**config.mk**
```make
export PLATFORM = sky130hd
export DESIGN_NAME = bridge_par_path
export DESIGN_NICKNAME = d
export VERILOG_FILES = /design/src/rtl/bpb_pkg.sv /design/src/rtl/bpb_par_gen.sv /design/src/rtl/bpb_fifo.sv /design/src/rtl/bpb_err_log.sv /design/src/rtl/bridge_par_path.sv
export SDC_FILE = /design/constraint.sdc
export NUM_CORES = 1
export LEC_CHECK = 0
export ABC_AREA = 0
export BUFFER_PORTS_ARGS = -buffer_cell sky130_fd_sc_hd__buf_2
export CAP_MARGIN = 30
export CORE_MARGIN = 2
export CORE_UTILIZATION = 55
export DETAILED_ROUTE_END_ITERATION = 10
export MAX_ROUTING_LAYER = met4
export PLACE_DENSITY = 0.8
export SYNTH_ARGS = -nofsm -noshare
export SYNTH_HDL_FRONTEND = slang
export SYNTH_HIERARCHICAL = 1
export SYNTH_SLANG_ARGS = --single-unit
```
**constraint.sdc**
```tcl
create_clock -name clk -period 20.7 [get_ports clk]
set_input_delay 1.035 -clock clk [delete_from_list [all_inputs] [get_ports clk]]
set_output_delay 1.035 -clock clk [all_outputs]
set_load 0.03 [all_outputs]
```
**src/rtl/bpb_pkg.sv**
```systemverilog
package bpb_pkg;
   typedef enum logic {
      KIND_WRITE = 1'b0,
      KIND_RDCPL = 1'b1
   } xfer_kind_e;

   localparam int ERR_ADDR  = 0;
   localparam int ERR_WDATA = 1;
   localparam int ERR_RDCPL = 2;
   localparam int ERR_W     = 3;
endpackage

```
**src/rtl/bpb_par_gen.sv**
```systemverilog
module bpb_par_gen #(
   parameter int W = 128,
   parameter int G = 8,
   localparam int N = (W + G - 1) / G
) (
   input  logic [W-1:0] din,
   output logic [N-1:0] par
);
   for (genvar g = 0; g < N; g++) begin : g_grp
      localparam int LO = g * G;
      localparam int HI = ((g + 1) * G > W) ? W - 1 : (g + 1) * G - 1;
      assign par[g] = ^din[HI:LO];
   end
endmodule

```
**src/rtl/bpb_fifo.sv**
```systemverilog
module bpb_fifo #(
   parameter int W     = 145,
   parameter int DEPTH = 4,
   localparam int PW   = $clog2(DEPTH)
) (
   input  logic         clk,
   input  logic         rst,
   input  logic         in_valid,
   output logic         in_ready,
   input  logic [W-1:0] in_data,
   output logic         out_valid,
   input  logic         out_ready,
   output logic [W-1:0] out_data
);
   if (DEPTH < 2 || (DEPTH & (DEPTH - 1)) != 0) begin : g_bad_depth
      $error("bpb_fifo: DEPTH must be a power of two of at least 2");
   end

   logic [W-1:0] mem [DEPTH];
   logic [PW:0]  wr_ptr, rd_ptr;
   logic         full, empty, push, pop;

   assign empty = (wr_ptr == rd_ptr);
   assign full  = (wr_ptr[PW] != rd_ptr[PW]) && (wr_ptr[PW-1:0] == rd_ptr[PW-1:0]);
   assign in_ready  = !full;
   assign out_valid = !empty;
   assign push = in_valid && !full;
   assign pop  = out_ready && !empty;
   assign out_data = mem[rd_ptr[PW-1:0]];

   always_ff @(posedge clk) begin
      if (rst) begin
         wr_ptr <= '0;
         rd_ptr <= '0;
      end else begin
         if (push) wr_ptr <= wr_ptr + 1'b1;
         if (pop)  rd_ptr <= rd_ptr + 1'b1;
      end
   end

   always_ff @(posedge clk) begin
      if (push) mem[wr_ptr[PW-1:0]] <= in_data;
   end
endmodule

```
**src/rtl/bpb_err_log.sv**
```systemverilog
module bpb_err_log #(
   parameter int N = 3
) (
   input  logic         clk,
   input  logic         rst,
   input  logic [N-1:0] set,
   input  logic [N-1:0] clr,
   output logic [N-1:0] status
);
   always_ff @(posedge clk) begin
      if (rst) status <= '0;
      else     status <= (status & ~clr) | set;
   end
endmodule

```
**src/rtl/bridge_par_path.sv**
```systemverilog
module bridge_par_path
   import bpb_pkg::*;
#(
   parameter int AW    = 36,
   parameter int DW    = 128,
   parameter int GB    = 8,
   parameter int DEPTH = 4,
   localparam int DPW  = (DW + GB - 1) / GB,
   localparam int APW  = (AW + GB - 1) / GB,
   localparam int SELW = $clog2(DPW)
) (
   input  logic             clk,
   input  logic             rst,
   input  logic             nin_valid,
   output logic             nin_ready,
   input  logic [DW-1:0]    nin_data,
   input  logic             nin_kind,
   output logic             sout_valid,
   input  logic             sout_ready,
   output logic [DW-1:0]    sout_data,
   output logic [DPW-1:0]   sout_dpar,
   output logic             sout_kind,
   input  logic             sin_valid,
   output logic             sin_ready,
   input  logic [DW-1:0]    sin_data,
   input  logic [DPW-1:0]   sin_dpar,
   input  logic             sin_kind,
   output logic             nout_valid,
   input  logic             nout_ready,
   output logic [DW-1:0]    nout_data,
   output logic             nout_kind,
   output logic             nout_abort,
   input  logic [AW-1:0]    nad_addr,
   output logic [AW-1:0]    sad_addr,
   output logic [APW-1:0]   sad_apar,
   input  logic             sin_claim,
   input  logic [AW-1:0]    sin_addr,
   input  logic [APW-1:0]   sin_apar,
   input  logic [ERR_W-1:0] err_clr,
   output logic [ERR_W-1:0] err_status,
   input  logic             inj_en,
   input  logic [SELW-1:0]  inj_sel
);
   localparam int EW = 1 + DW + DPW;

   if (DPW < 2 || GB < 1) begin : g_bad_width
      $error("bridge_par_path: need at least two data parity groups");
   end

   // parity flip mask for the test input, applied on buffer write
   logic [DPW-1:0] flip;
   assign flip = inj_en ? (DPW'(1) << inj_sel) : '0;

   // ---------------- outbound: parity made on entry ----------------
   logic [DPW-1:0] out_gen;
   logic [EW-1:0]  ob_wr, ob_rd;

   bpb_par_gen #(.W(DW), .G(GB)) u_ob_gen (.din(nin_data), .par(out_gen));

   assign ob_wr = {nin_kind, nin_data, out_gen ^ flip};

   bpb_fifo #(.W(EW), .DEPTH(DEPTH)) u_ob_fifo (
      .clk(clk), .rst(rst),
      .in_valid(nin_valid), .in_ready(nin_ready), .in_data(ob_wr),
      .out_valid(sout_valid), .out_ready(sout_ready), .out_data(ob_rd)
   );

   assign sout_kind = ob_rd[EW-1];
   assign sout_data = ob_rd[DPW +: DW];
   assign sout_dpar = ob_rd[DPW-1:0];

   // ---------------- inbound: parity carried, checked on exit ----------------
   logic [EW-1:0]  ib_wr, ib_rd;
   logic [DPW-1:0] ib_par, ib_chk;
   logic           ib_perr, ib_take;

   assign ib_wr = {sin_kind, sin_data, sin_dpar ^ flip};

   bpb_fifo #(.W(EW), .DEPTH(DEPTH)) u_ib_fifo (
      .clk(clk), .rst(rst),
      .in_valid(sin_valid), .in_ready(sin_ready), .in_data(ib_wr),
      .out_valid(nout_valid), .out_ready(nout_ready), .out_data(ib_rd)
   );

   assign nout_kind = ib_rd[EW-1];
   assign nout_data = ib_rd[DPW +: DW];
   assign ib_par    = ib_rd[DPW-1:0];

   bpb_par_gen #(.W(DW), .G(GB)) u_ib_chk (.din(nout_data), .par(ib_chk));

   assign ib_perr    = |(ib_chk ^ ib_par);
   assign ib_take    = nout_valid && nout_ready;
   assign nout_abort = nout_valid && (nout_kind == KIND_RDCPL) && ib_perr;

   // ---------------- address parity ----------------
   logic [APW-1:0] a_in_gen;

   assign sad_addr = nad_addr;
   bpb_par_gen #(.W(AW), .G(GB)) u_aout_gen (.din(nad_addr), .par(sad_apar));
   bpb_par_gen #(.W(AW), .G(GB)) u_ain_gen  (.din(sin_addr), .par(a_in_gen));

   // ---------------- sticky error log ----------------
   logic [ERR_W-1:0] err_set;

   always_comb begin
      err_set            = '0;
      err_set[ERR_ADDR]  = sin_claim && (a_in_gen != sin_apar);
      err_set[ERR_WDATA] = ib_take && ib_perr && (nout_kind == KIND_WRITE);
      err_set[ERR_RDCPL] = ib_take && ib_perr && (nout_kind == KIND_RDCPL);
   end

   bpb_err_log #(.N(ERR_W)) u_log (
      .clk(clk), .rst(rst), .set(err_set), .clr(err_clr), .status(err_status)
   );
endmodule

```
==> results.env, run 1 <==
HOLDCRITPATHCLASS='reg2reg'
CRITPATHMOSTFREQUENTCELL='sky130_fd_sc_hd__xnor2_1'
COMB_POWER_SHARE=0.370
SETUP_REPAIR_AFTER_GLOBAL_ROUTING_MISSED_ITS_MARGIN='false'
PLACEMENT_ROWS=106
DRTITER0DRC=1802
ROUTE.ANTENNA.REMAINING_NETS=0
CAP_VIOLATIONS=0
FLOORPLAN.INITIALDENSITY=0.5557
WORSTSETUPENDPOINTTYPE='primary output'
SLEW_HEADROOM=0.2574
SYNTH_TOP_CELL_BY_AREA='sky130_fd_sc_hd__edfxtp_1'
SYNTH_ENABLE_FLOP_CELLS=1160
FINAL_LAYOUT_SIZE_SUFFIX_GT1_FRAC=0.4132
CTS_MADE_BUFFERS=113
VIA_COUNT_OF_THE_FIRST_GLOBAL_ROUTING_PASS=24145
POSTSYNTH.TOPFLOPCELL='sky130_fd_sc_hd__edfxtp_1'
WORST-PATH-MAX-FANOUT=43
YOSYSUNIQUECELLTYPES=34
SYN_AVG_CELL_AREA_UM2=22.35
CRITICAL_PATH.SLOWEST_CELL='sky130_fd_sc_hd__dfxtp_4'
POST_CTS_BUFFERS=0
GRT_OVERFLOW_TOTAL=0
CLOCK-SINKS=1179
NET-SWITCHING-POWER_mW=3.033
CLOCK_POWER_SHARE=0.256
CRIT_CHAIN='buf_4 -> buf_16 -> buf_4 -> mux4_2 -> xor2_1 -> xnor2_1 -> xnor2_1 -> xnor2_1 -> nand4_1 -> nor4_2 -> nor2_1 -> buf_2'
SYNTH_AREA_UM2=46430
CTS-RESIZED-GATES=0
SYNTH.YOSYS.SEQ_AREA_SHARE=0.7585
SYNTH.NET_COUNT=2453
STATUS='finished, final reports clean'
POSTSYNTHREGISTERBITS=1179
RR_ENDPOINT='u_log/status[1]$_SDFF_PP0_'
CRITPATHREQUIREDTIME_PS=19670
FINAL_PERIOD_MINUS_WORST_SETUP_SLACK_PS=6752
IR_WORST_VDD_mV=0.1012
CLOCK_TREE.HTREE_LEVEL_COUNT=3
TIMING.HOLD.WORST_ENDPOINT='u_log/status[0]$_SDFF_PP0_'
DRTPASS1ITERATIONS=5
POWER.DENSITY_nW_PER_UM2=155.6
FLOORPLAN.CORE_AREA_UM2=83560
DPL_CELL_AREA_UM2=50900
FINCLKSKEW_PS=55.35
DIE_AREA_UM2=86750
SYNTH_COMMON_CELLS='sky130_fd_sc_hd__edfxtp_1 (1160), sky130_fd_sc_hd__mux4_2 (290), sky130_fd_sc_hd__xnor2_1 (281)'
BUF_INV_ON_CP=4
ROUTED-VIA-COUNT=23034
GLOBAL_ROUTE.USAGE.TOTAL=0.2509
TIMING.CRITICAL_PATH.ARRIVAL_PS=5720
MIN_PATH_CELLS=2
SYNTH_CELLS=2077
AVGVIACOUNTPERCELL=5.701
FINALSETUPVIOLATIONS=0
YS.WARNINGS.COUNT=6
CLK_BUF_DEPTH=3
CLKLATENCYLATEPIN_PS=700
SHARE_OF_THE_CLOCK_PERIOD_USED_BY_THE_WORST_PATH_AFTER_LAYOUT=0.3262
SYNTH_TOP_AREA_FRAC=0.7503
REPORT.FINAL.SLEW_VIOL_COUNT=0
POSTCTSHOLDBUFS=0
MAX_SLEW.WORST_PIN.SLEW_PS=1114
SEQPWRFRAC=0.373
ROOT_BUFFER='sky130_fd_sc_hd__clkbuf_16'
P_SW_FRAC=0.3528
R2R_WORST_PATH_DEPTH=13
FP.DIEW_UM=294.5
NUMPORTBUFFERS=688
TOTALWIRELENGTH_UM=106900
P_INT_mW=5.563
FIN_SETUP_TNS_PS=0
TRITONCTS='built'
IO-PIN-COUNT=689
ANTENNA_FOUND_INITIAL=49
FILLERS=5266
DESIGN.FINAL.NETS=3184
PATH_DELAY_FAMILY='buffers and inverters'
FLOW.AREA_GROWTH_FROM_SYNTHESIS_PCT=18.99
POST-DP-HPWL_UM=69170
GRT_MAX_DEGREE=137
MOST_FREQUENT_CELL_AFTER_SYNTHESIS='sky130_fd_sc_hd__edfxtp_1'
MAX_FREQ_GHz=0.1481
PLACE.GP.CONGESTION=0.8341
STDCELL_AREA_UM2=55240
SLOWEST_DELAY_PS=820
SYNTH_AREA_LEADERS='sky130_fd_sc_hd__edfxtp_1 (75%), sky130_fd_sc_hd__mux4_2 (14%), sky130_fd_sc_hd__xnor2_1 (5.3%)'
STATIC-LEAKAGE-POWER_nW=18.52
CLKTRANSATPATHREGS_PS=60
FIRST_PASS_GRT_WIRE_LENGTH_UM=154500
POSTSYNTH.ASYNCRESETSHARE=0
CP_NUM_CELLS=12
DIE_H_UM=294.5
CP-START-KIND='flop'
TIMING_HOLD_VIOLATIONS_FINAL=0
HOLD_PATH_STARTPOINT='u_log/status[0]$_SDFF_PP0_'
TIMING_WORST_SETUP_PATH_TYPE='reg2out'
DETAIL_ROUTE.WL_PER_CELL_UM=26.47
REMAINING_DRC_ERRORS=0
R2R_SETUP_SLACK_PS=15550
worst min-delay path, cell delays in order (launching register included):
cell and delay, ps:
sky130_fd_sc_hd__dfxtp_1 310, sky130_fd_sc_hd__nand2b_1 70, sky130_fd_sc_hd__a21oi_1 60
power groups by stage:
| stage | logic [mW] | registers, mW | clock network, mW |
|---|---|---|---|
| final | 3.18 | 3.21 | 2.20 |
| after global routing | 3.35 | 3.24 | 2.33 |
| after CTS | 3.19 | 3.22 | 2.24 |
| after detailed placement | 3.14 | 3.26 | 0 |
| after global placement | 3.10 | 3.23 | 0 |
| after floorplan | 2.30 | 3.22 | 0 |
kinds of logic (layout without fill, tap and decap cells):
kind of cell,count (synthesis),count (layout),synth area share
flip-flops,1179,1179,0.7585
XOR/XNOR,351,351,0.06621
multiplexers,290,290,0.1407
buffers and inverters,117,944,0.01560
AND/OR/NAND/NOR,94,94,0.01137
AO/OA/AOI/OAI,36,36,0.004986
adder cells (fa/ha/maj),10,10,0.002695
other,0,56,0
routing by layer:
| metal | routed length, um | vias up | global-route usage |
|---|---|---|---|
| li1 | - | 9983 | - |
| met1 | 38650 | 11896 | 0.2937 |
| met2 | 54040 | 974 | 0.4024 |
| met3 | 10590 | 181 | 0.08717 |
| met4 | 3654 | 0 | 0.09557 |
| met5 | 0 | - | - |
placed cells by master, fill, tap and decap left out, types with 20 or more instances in the layout:
cell type,Yosys,routed
sky130_fd_sc_hd__buf_4,36,23
sky130_fd_sc_hd__xor2_1,70,70
sky130_fd_sc_hd__edfxtp_1,1160,1160
sky130_fd_sc_hd__xnor2_1,281,281
sky130_fd_sc_hd__clkinv_1,0,26
sky130_fd_sc_hd__bufinv_16,0,24
sky130_fd_sc_hd__clkinv_2,0,20
sky130_fd_sc_hd__buf_2,36,688
sky130_fd_sc_hd__diode_2,0,56
sky130_fd_sc_hd__mux4_2,290,290
sky130_fd_sc_hd__clkbuf_16,0,114
worst max-delay path by stage:
stage	endpoint	slack, ps
final	nout_abort	13950
after global routing	nout_abort	13560
after CTS	nout_abort	13450
after detailed placement	nout_abort	14220
after global placement	nout_abort	14270
after floorplan	u_ib_fifo/mem[3][0]$_DFFE_PP_	11880
flip-flops by register name, summed over array words and instances (netlist names), named ones only:
register / cells
u_ib_fifo/wr_ptr: 3
u_ob_fifo/rd_ptr: 3
u_ib_fifo/mem: 580
u_ob_fifo/wr_ptr: 3
u_ob_fifo/mem: 580
u_ib_fifo/rd_ptr: 3
u_log/status: 3
layout make-up:
type | count | area, um^2 | area share
clock inverter | 85 | 1136 | 0.02056
inverter | 11 | 41.29 | 0.0007474
timing repair buffer | 722 | 3911 | 0.07080
multi-input combinational | 781 | 10530 | 0.1906
tap | 1080 | 1351 | 0.02446
sequential | 1179 | 35230 | 0.6377
antenna | 56 | 140.1 | 0.002537
clock buffer | 126 | 2908 | 0.05264
through the flow:
| step | cells | setup slack (ps) | hold slack, ps | utilization | total power, mW |
|---|---|---|---|---|---|
| finish | 4040 | 13950 | 487.9 | 0.6612 | 8.596 |
| CTS | 3978 | 13450 | 490.4 | 0.6575 | 8.644 |
| global route | 4034 | 13560 | 514.4 | 0.6610 | 8.923 |
| floorplan | 2077 | 11880 | 501.9 | - | 5.517 |
| global placement | 3763 | 14270 | 459.5 | 0.6078 | 6.327 |
| detailed placement | 3767 | 14220 | 476.6 | 0.6091 | 6.402 |
No activity file was read; power rests on OpenSTA's default activity.
==> run 2, diff against run 1 <==
==> constraint.sdc (replaced) <==
create_clock -name clk -period 6.3 [get_ports clk]
set_input_delay 0.315 -clock clk [delete_from_list [all_inputs] [get_ports clk]]
set_output_delay 0.315 -clock clk [all_outputs]
set_load 0.03 [all_outputs]
==> run 2 against run 1 <==
Critical path depth shrank 2. First-iteration DRC count grew 23%. Sequential share of layout area shrank 2.5 points. Largest power group unchanged. Sequential power grew to 3.3 times the previous value. Cell count grew 5.7%. Clock power grew to 3.0 times the previous value. Highest routed layer unchanged. Critical endpoint unchanged.
==> results.env, run 2 (synthesized netlist as in run 1, its figures left out) <==
SHARE_OF_THE_CLOCK_PERIOD_USED_BY_THE_WORST_PATH_AFTER_LAYOUT=0.7976
WORSTSETUPENDPOINTTYPE='primary output'
CLKLATENCYLATEPIN_PS=680  # -20 ps
TIMING_WORST_SETUP_PATH_TYPE='reg2out'
R2R_SETUP_SLACK_PS=2170  # -13380 ps
ROOT_BUFFER='sky130_fd_sc_hd__clkbuf_16'
CRITPATHREQUIREDTIME_PS=5980  # -13690 ps
CTS_MADE_BUFFERS=112  # -0.88%
CLK_BUF_DEPTH=3  # unchanged
DIE_AREA_UM2=86750  # unchanged
FIRST_PASS_GRT_WIRE_LENGTH_UM=162500  # +5.1%
DETAIL_ROUTE.WL_PER_CELL_UM=26.07  # -1.5%
FINAL_COMMON_CELL='sky130_fd_sc_hd__edfxtp_1'
FIN_CELLS=4269  # +5.7%
DRTITER0DRC=2213  # +23%
POST-DP-HPWL_UM=68640  # -0.78%
NUMPORTBUFFERS=688  # unchanged
TIMING.HOLD.WORST_ENDPOINT='u_ib_fifo/mem[2][6]$_DFFE_PP_'
IR_WORST_VDD_mV=0.3422  # +240%
HOLD_PATH_STARTPOINT='sin_dpar[6]'
TIMING.CRITICAL_PATH.ARRIVAL_PS=4710  # -1010 ps
FP.DIEW_UM=294.5  # unchanged
GRT_MAX_DEGREE=146  # +6.6%
PLACEMENT_ROWS=106  # unchanged
POSTCTSHOLDBUFS=269  # +269
MAX_SLEW.WORST_PIN.SLEW_PS=1028  # -86.13 ps
GRT_OVERFLOW_TOTAL=0  # unchanged
PLACE.GP.CONGESTION=0.8399  # +0.70%
CP-START-KIND='flop'
R2R_WORST_PATH_DEPTH=11  # -2
REPORT.FINAL.SLEW_VIOL_COUNT=0  # unchanged
RR_ENDPOINT='u_log/status[2]$_SDFF_PP0_'
TIMING_HOLD_VIOLATIONS_FINAL=0  # unchanged
SLEW_HEADROOM=0.3148  # +0.05742
FINALSETUPVIOLATIONS=0  # unchanged
AVGVIACOUNTPERCELL=5.720  # +0.33%
STATIC-LEAKAGE-POWER_nW=19.42  # +4.8%
DIE_H_UM=294.5  # unchanged
FINAL_LAYOUT_SIZE_SUFFIX_GT1_FRAC=0.3718  # -0.04146
DRTPASS1ITERATIONS=6  # +1
STATUS='finished, final reports clean'
MIN_PATH_CELLS=2  # unchanged
IO-PIN-COUNT=689  # unchanged
POST_CTS_BUFFERS=0  # unchanged
WORST-PATH-MAX-FANOUT=32  # -26%
ROUTED-VIA-COUNT=24420  # +6.0%
MAX_FREQ_GHz=0.1990
CLKTRANSATPATHREGS_PS=60  # about the same
ANTENNA_FOUND_INITIAL=17  # -65%
TRITONCTS='built'
REMAINING_DRC_ERRORS=0  # unchanged
SETUP_REPAIR_AFTER_GLOBAL_ROUTING_MISSED_ITS_MARGIN='false'
FLOORPLAN.INITIALDENSITY=0.5557  # unchanged
CLOCK-SINKS=1179  # unchanged
LAYOUT_COMMON_CELLS='sky130_fd_sc_hd__edfxtp_1 (1160), sky130_fd_sc_hd__buf_2 (688), sky130_fd_sc_hd__mux4_2 (290)'
CTS-RESIZED-GATES=0  # unchanged
FINCLKSKEW_PS=24.05  # -31.31 ps
GLOBAL_ROUTE.USAGE.TOTAL=0.2609  # +0.009989
FILLERS=4953  # -5.9%
FINAL_PERIOD_MINUS_WORST_SETUP_SLACK_PS=5025
CAP_VIOLATIONS=0  # unchanged
VIA_COUNT_OF_THE_FIRST_GLOBAL_ROUTING_PASS=25753  # +6.7%
ROUTE.ANTENNA.REMAINING_NETS=0  # unchanged
TOTALWIRELENGTH_UM=111300  # +4.1%
PLACEDCELLCOUNT=3767  # unchanged
FLOORPLAN.CORE_AREA_UM2=83560  # unchanged
DESIGN.FINAL.NETS=3448  # +8.3%
CLOCK_TREE.HTREE_LEVEL_COUNT=3  # unchanged
FLOW.AREA_GROWTH_FROM_SYNTHESIS_PCT=23.82
HOLDCRITPATHCLASS='in2reg'
FIN_SETUP_TNS_PS=0  # unchanged
POWER.DENSITY_nW_PER_UM2=482.8  # +210%
-- run 2: final cells by class --
class | instances | area (um^2) | share of cell area
diodes | 23 | 57.56 | 0.001001
clock buffers | 143 | 2962 | 0.05152
clock inverters | 65 | 699.4 | 0.01217
inverters | 11 | 41.29 | 0.0007182
multi-input cells | 781 | 10530 | 0.1831
flip-flops and latches | 1179 | 35230 | 0.6128
well taps | 1080 | 1351 | 0.02351
repair buffers | 987 | 6619 | 0.1151
-- run 2: routing by layer --
layer  vias up  global-route usage  routed length [um]
met5         -                   -                   0
met4         0             0.08250                3128
met3       183             0.06613                9494
met2      1122              0.4326               57480
met1     12670              0.3170               41190
li1      10445                   -                   -
-- run 2: critical path, cell delays in order (launching register included) --
cell                      delay [ps]
sky130_fd_sc_hd__dfxtp_4         780
sky130_fd_sc_hd__buf_4           520
sky130_fd_sc_hd__mux4_2          610
sky130_fd_sc_hd__xnor2_1         230
sky130_fd_sc_hd__xnor2_1         120
sky130_fd_sc_hd__xnor2_1         390
sky130_fd_sc_hd__xnor2_1         170
sky130_fd_sc_hd__nand4_1         120
sky130_fd_sc_hd__nor4_2          760
sky130_fd_sc_hd__nor2_1          110
sky130_fd_sc_hd__buf_2           210
-- run 2: metrics by stage --
step	power [mW]	hold slack (ps)	area [um^2]	util	setup WS [ps]
2_1_floorplan	18.11	384.1	46440	-	738.6
3_3_place_gp	20.80	460.0	50910	0.6093	1931
3_5_place_dp	21.03	468.3	51020	0.6106	1858
4_1_cts	27.85	1.100	57370	0.6867	1107
5_1_grt	28.79	39.09	57470	0.6878	982.1
6_report	27.75	52.57	57490	0.6880	1275
-- run 2: worst max path at each step --
stage	startpoint	end	slack (ps)
2_1_floorplan	u_ib_fifo/wr_ptr[0]$_SDFFE_PP0P_	u_ib_fifo/mem[3][0]$_DFFE_PP_	740
3_3_place_gp	flop	nout_abort	1930
3_5_place_dp	flop	nout_abort	1860
4_1_cts	flop	nout_abort	1110
5_1_grt	flop	nout_abort	980
6_report	flop	nout_abort	1280
-- run 2: power by group --
group / internal [mW] / switching [mW] / total, mW
Sequential: 10.1 / 0.499 / 10.6
Clock: 3.79 / 2.85 / 6.65
Combinational: 4.02 / 6.53 / 10.5
Total: 17.9 / 9.88 / 27.8
